`config.mk`:
```
export PLATFORM = sky130hd
export DESIGN_NAME = slatch_serial_byte
export DESIGN_NICKNAME = d
export VERILOG_FILES = /design/src/rtl/slatch_pkg.sv /design/src/rtl/slatch_sync.sv /design/src/rtl/slatch_ctrl.sv /design/src/rtl/slatch_bit_array.sv /design/src/rtl/slatch_serial_byte.sv
export SDC_FILE = /design/constraint.sdc
export NUM_CORES = 1
export LEC_CHECK = 0
export BUFFER_PORTS_ARGS = -buffer_cell sky130_fd_sc_hd__buf_2
export CORE_UTILIZATION = 55
export CTS_CLUSTER_SIZE = 25
export DETAILED_ROUTE_END_ITERATION = 10
export MAX_ROUTING_LAYER = met4
export PLACE_DENSITY = 0.79
export SLEW_MARGIN = 25
export SYNTH_ARGS = -nofsm -noshare
export SYNTH_HDL_FRONTEND = slang
export SYNTH_HIERARCHICAL = 1
export SYNTH_SLANG_ARGS = --single-unit
```
`constraint.sdc`:
```
create_clock -name clk -period 3.6 [get_ports clk]
set_clock_uncertainty 0.15 [all_clocks]
set_input_delay 0.72 -clock clk [delete_from_list [all_inputs] [get_ports clk]]
set_output_delay 0.72 -clock clk [all_outputs]
set_load 0.05 [all_outputs]
```
`src/rtl/slatch_pkg.sv`:
```
package slatch_pkg;
    typedef enum logic {
        STB_LOW  = 1'b0,
        STB_HIGH = 1'b1
    } stb_state_t;

    typedef enum logic {
        FLAG_RELEASED = 1'b0,
        FLAG_HELD     = 1'b1
    } flag_state_t;
endpackage

```
`src/rtl/slatch_sync.sv`:
```
module slatch_sync #(
    parameter int STAGES = 2,
    parameter int WIDTH  = 1
) (
    input  logic             clk,
    input  logic             rst_n,
    input  logic [WIDTH-1:0] d_async,
    output logic [WIDTH-1:0] q_sync
);
    logic [WIDTH-1:0] chain [STAGES];

    generate
        for (genvar s = 0; s < STAGES; s++) begin : g_stage
            if (s == 0) begin : g_first
                always_ff @(posedge clk or negedge rst_n) begin
                    if (!rst_n) chain[s] <= '0;
                    else        chain[s] <= d_async;
                end
            end else begin : g_rest
                always_ff @(posedge clk or negedge rst_n) begin
                    if (!rst_n) chain[s] <= '0;
                    else        chain[s] <= chain[s-1];
                end
            end
        end
    endgenerate

    assign q_sync = chain[STAGES-1];
endmodule

```
`src/rtl/slatch_ctrl.sv`:
```
module slatch_ctrl
    import slatch_pkg::*;
#(
    parameter int DEPTH  = 8,
    parameter int ADDR_W = $clog2(DEPTH)
) (
    input  logic              clk,
    input  logic              rst_n,
    input  logic              strobe_s,
    input  logic              incr_s,
    output logic              wr_en,
    output logic [ADDR_W-1:0] addr,
    output logic              full_pd
);
    localparam logic [ADDR_W-1:0] LAST_ADDR = ADDR_W'(DEPTH - 1);

    stb_state_t  stb_state, stb_next;
    flag_state_t flag_state, flag_next;
    logic        incr_q;
    logic        incr_fall;
    logic        stb_end;

    // Strobe tracker: state register
    always_ff @(posedge clk or negedge rst_n) begin
        if (!rst_n) stb_state <= STB_LOW;
        else        stb_state <= stb_next;
    end

    // Strobe tracker: next state and outputs
    always_comb begin
        stb_next = stb_state;
        stb_end  = 1'b0;
        unique case (stb_state)
            STB_LOW: begin
                if (strobe_s) stb_next = STB_HIGH;
            end
            STB_HIGH: begin
                if (!strobe_s) begin
                    stb_next = STB_LOW;
                    stb_end  = 1'b1;
                end
            end
        endcase
    end

    assign wr_en = strobe_s;

    // Increment edge detector and address counter
    always_ff @(posedge clk or negedge rst_n) begin
        if (!rst_n) incr_q <= 1'b0;
        else        incr_q <= incr_s;
    end

    assign incr_fall = incr_q && !incr_s;

    always_ff @(posedge clk or negedge rst_n) begin
        if (!rst_n) begin
            addr <= '0;
        end else if (incr_fall) begin
            if (addr == LAST_ADDR) addr <= '0;
            else                   addr <= addr + 1'b1;
        end
    end

    // Full flag machine: state register
    always_ff @(posedge clk or negedge rst_n) begin
        if (!rst_n) flag_state <= FLAG_RELEASED;
        else        flag_state <= flag_next;
    end

    // Full flag machine: next state and outputs
    always_comb begin
        flag_next = flag_state;
        full_pd   = 1'b0;
        unique case (flag_state)
            FLAG_RELEASED: begin
                if (stb_end && addr == LAST_ADDR) flag_next = FLAG_HELD;
            end
            FLAG_HELD: begin
                full_pd = 1'b1;
            end
        endcase
    end

    // the counter steps by one (with wrap) on a falling increment
    a_r1_counter_step: assert property (@(posedge clk) disable iff (!rst_n)
        incr_fall |=> addr == (($past(addr) == LAST_ADDR) ? '0 : ADDR_W'($past(addr) + 1'b1)));

    // without a falling increment the counter holds
    a_r1_counter_hold: assert property (@(posedge clk) disable iff (!rst_n)
        !incr_fall |=> $stable(addr));

    // the flag can only rise after a strobe end at the last address
    a_r5_full_on_last: assert property (@(posedge clk) disable iff (!rst_n)
        $rose(full_pd) |-> $past(addr) == LAST_ADDR);

    // the flag is sticky until reset
    a_r6_full_sticky: assert property (@(posedge clk) disable iff (!rst_n)
        full_pd |=> full_pd);
endmodule

```
`src/rtl/slatch_bit_array.sv`:
```
module slatch_bit_array #(
    parameter int DEPTH  = 8,
    parameter int ADDR_W = $clog2(DEPTH)
) (
    input  logic              clk,
    input  logic              rst_n,
    input  logic              wr_en,
    input  logic [ADDR_W-1:0] addr,
    input  logic              din,
    output logic [DEPTH-1:0]  bits
);
    generate
        for (genvar i = 0; i < DEPTH; i++) begin : g_entry
            always_ff @(posedge clk or negedge rst_n) begin
                if (!rst_n)                            bits[i] <= 1'b0;
                else if (wr_en && addr == ADDR_W'(i))  bits[i] <= din;
            end
        end
    endgenerate

    // nothing changes while the strobe is low
    a_r3_hold_when_low: assert property (@(posedge clk) disable iff (!rst_n)
        !wr_en |=> $stable(bits));

    // a write touches only the addressed entry
    a_r2_only_selected: assert property (@(posedge clk) disable iff (!rst_n)
        wr_en |=> ((bits ^ $past(bits)) & ~(DEPTH'(1) << $past(addr))) == '0);

    // leaving reset, every entry reads zero
    a_r4_clear_on_reset: assert property (@(posedge clk)
        $rose(rst_n) |-> bits == '0);
endmodule

```
`src/rtl/slatch_serial_byte.sv`:
```
module slatch_serial_byte #(
    parameter int DEPTH       = 8,
    parameter int SYNC_STAGES = 2
) (
    input  logic             clk,
    input  logic             rst_n,
    input  logic             data_in,
    input  logic             strobe_in,
    input  logic             incr_in,
    input  logic             oe_n,
    output logic [DEPTH-1:0] par_out,
    output logic             drive_en,
    output logic             full_pd,
    output logic             full_n
);
    localparam int ADDR_W = $clog2(DEPTH);

    logic [2:0]        raw_in;
    logic [2:0]        sync_in;
    logic              wr_en;
    logic [ADDR_W-1:0] addr;
    logic [DEPTH-1:0]  bits;

    assign raw_in = {incr_in, strobe_in, data_in};

    slatch_sync #(.STAGES(SYNC_STAGES), .WIDTH(3)) u_sync (
        .clk     (clk),
        .rst_n   (rst_n),
        .d_async (raw_in),
        .q_sync  (sync_in)
    );

    slatch_ctrl #(.DEPTH(DEPTH), .ADDR_W(ADDR_W)) u_ctrl (
        .clk      (clk),
        .rst_n    (rst_n),
        .strobe_s (sync_in[1]),
        .incr_s   (sync_in[2]),
        .wr_en    (wr_en),
        .addr     (addr),
        .full_pd  (full_pd)
    );

    slatch_bit_array #(.DEPTH(DEPTH), .ADDR_W(ADDR_W)) u_array (
        .clk   (clk),
        .rst_n (rst_n),
        .wr_en (wr_en),
        .addr  (addr),
        .din   (sync_in[0]),
        .bits  (bits)
    );

    always_comb begin
        drive_en = !oe_n;
        par_out  = oe_n ? '0 : bits;
        full_n   = !full_pd;
    end

    // the word is never driven while the enable is high
    a_r7_hiz_when_disabled: assert property (@(posedge clk) disable iff (!rst_n)
        oe_n |-> (!drive_en && par_out == '0));

    // during reset the flag is released
    a_r4_flag_released: assert property (@(posedge clk)
        !rst_n |-> (full_n && !full_pd));
endmodule

```
==> impl_metrics.toml <==
[cells_and_area]
layout-drive-gt1-share_pct = 44.7
stdcell_area_mm2 = 0.00100
regArea_um2 = 500
finalNetCount = 85
fillers = 122
area_growth_pct = 13.9
diodes = 0
multi_input_area_um2 = 339

[critical_path]
worst-path-buf-inv = 2
cp_max_fo = 9
cp-end-kind = "output pin"
cp_data_required_time_ns = 2.73
crit_family = "buffers and inverters"
worstSetupPathType = "in -> out"
path_cells = "buf_2, nor2b_1, buf_2"
r2r_start = "u_ctrl/addr[0]"
start_kind = "input port"
slowest_stage = "buf_2"
cp_data_arrival_time_ns = 1.29
worstSetupStartpoint = "oe_n"
critPathMaxStageDelay_ns = 0.28
crit_top_cell = "buf_2"

[clocking]
clk-insertion-delay-late_ns = 0.30
cts_tree = "built"
cts.clk_slew.worst_paths_ns = 0.11
cts-root-buf = "clkbuf_4"
cts_made_buffers = 3
cts_buffer_depth = 2
post_cts_resize_count = 0
cts.sinks = 20
postCtsSetupBuffers = 0
hold_buffers = 0
htreeDepth = 1

[yosys]
synth_common_cells = "dfrtp_1, nor2b_1, mux2_4, mux2_2, buf_4"
synth_cells = 60
synthTopCellsByArea = "dfrtp_1, mux2_4, mux2_2"
synth_ff_type = "dfrtp_1"
synth_warnings = 6
yosysTopAreaCell = "dfrtp_1"
synth_most_common_cell = "dfrtp_1"
synth.distinct_cells = 14
synth_area_um2 = 881
synth_edf_count = 0
synth_top_area_share_pct = 56.8
syn_nets = 68
syn-mean-instance-area_um2 = 14.7
async_reset_ff_share_pct = 100
ys_seq_area_share_pct = 56.8
ys_seq_elements = 20

[sta]
drv_slew = 0
finalHoldViolCount = 0
final-setup-viol-count = 0
slew_headroom_pct = 71.3
fin_crit_ns = 2.16
rsz0062_at_grt = "false"
tns_ns = 0
fin_hold_ws_ns = 0.190
max_freq_ghz = 0.463
worst_slew_pin_slew_ns = 0.430
fin_crit_sh_pct = 60.0

[drt]
finalWirelength_um = 1280
drt_pre_antenna_iters = 4
vias = 501
drt_iter0_markers = 3
routedWlPerCell_um = 13.9
drc_errors = 0
vias_per_cell = 5.45
drtAntennaViolNets = 0

[global_route]
grt_overflow = 0
grt_max_degree = 21
antenna_found_initial = 0
grt_pass1_wl_um = 2210
grt.total_usage_pct = 17.5
grt_pass1_vias = 479

[power]
power_density_mw_per_mm2 = 916
finalPower_mw = 0.920
ir_worst_vdd_uv = 466
leakagePower_nw = 0.491

[die]
fp.dieH_um = 42.0
rows = 14
core_area_mm2 = 0.00151
start_util_pct = 58.5
die-area_mm2 = 0.00177
die_w_um = 42.0
io_pins = 17

[flow_run]
cap_violations = 0

[placement]
routabilityCongestion = 0.695
io_buffers = 16
placed_area_um2 = 951
dpl.hpwl_um = 862

[outcome]
status = "finished clean"

[hold_path]
worstHoldPathType = "in -> async"
logic make-up (layout without fill, tap and decap cells):
kind of cell | after synthesis | count (layout) | share of synthesized area (%)
flip-flops | 20 | 20 | 56.8
AND/OR/NAND/NOR | 19 | 19 | 18.0
multiplexers | 11 | 11 | 16.6
buffers and inverters | 7 | 23 | 4.69
adder cells (fa/ha/maj) | 2 | 2 | 2.84
AO/OA/AOI/OAI | 1 | 1 | 0.994
state kept, by name, indices dropped and copies added, names as in the netlist:
register / flops
u_array/bits: 8
u_ctrl/addr: 3
u_ctrl/flag_state: 1
u_ctrl/incr_q: 1
u_ctrl/stb_state: 1
u_sync/chain: 3
u_sync/q_sync: 3
routing by layer:
metal | vias to the layer above | GRT usage, % | wire [um]
met1 | 248 | 22.9 | 603
met4 | 0 | 9.38 | 13
li1 | 238 | - | -
met3 | 2 | 3.88 | 51
met2 | 13 | 25.6 | 610
met5 | - | - | 0
layout by cell type (no fill, tap or decap):
cell	count
nand4b_1	3
inv_1	3
buf_2	16
a31o_2	1
nor2_1	1
ha_1	2
nor2b_1	9
dfrtp_1	20
nor4b_2	1
mux2_4	6
mux2_2	5
and4bb_1	3
bufinv_16	1
nand4_1	1
nor2b_4	1
clkbuf_4	3
where the power goes:
| part | switching, mW | total (mW) | internal (mW) | leakage, nW |
|---|---|---|---|---|
| logic | 0.201 | 0.369 | 0.168 | 0.227 |
| clock network | 0.0678 | 0.180 | 0.113 | 0.0279 |
| registers | 0.0733 | 0.370 | 0.297 | 0.236 |
metrics by stage:
step	worst slack [ns]	util, %	instances
after floorplan	1.32	-	60
after global placement	1.47	63.1	88
after detailed placement	1.47	63.1	88
after CTS	1.45	66.6	92
after global routing	1.38	66.6	92
final	1.44	66.6	92
cell type report:
class	instances	area share [%]
timing repair buffer	16	7.98
inverter	3	1.12
multi-input combinational	33	33.8
sequential	20	49.9
clock buffer	3	2.24
tap	16	2.00
clock inverter	1	2.99
final timing paths:
check,depth (start not counted),endpoint,slack [ns]
min reg2reg,0,u_sync/q_sync[2],0.21
min,1,u_sync/q_sync[1],0.19
max reg2reg,3,u_ctrl/addr[2],2.04
max in group asynchronous,1,u_array/bits[6],2.81
min in group clk,0,u_sync/q_sync[2],0.21
max,3,par_out[7],1.44
(Power assumes the default switching activity.)
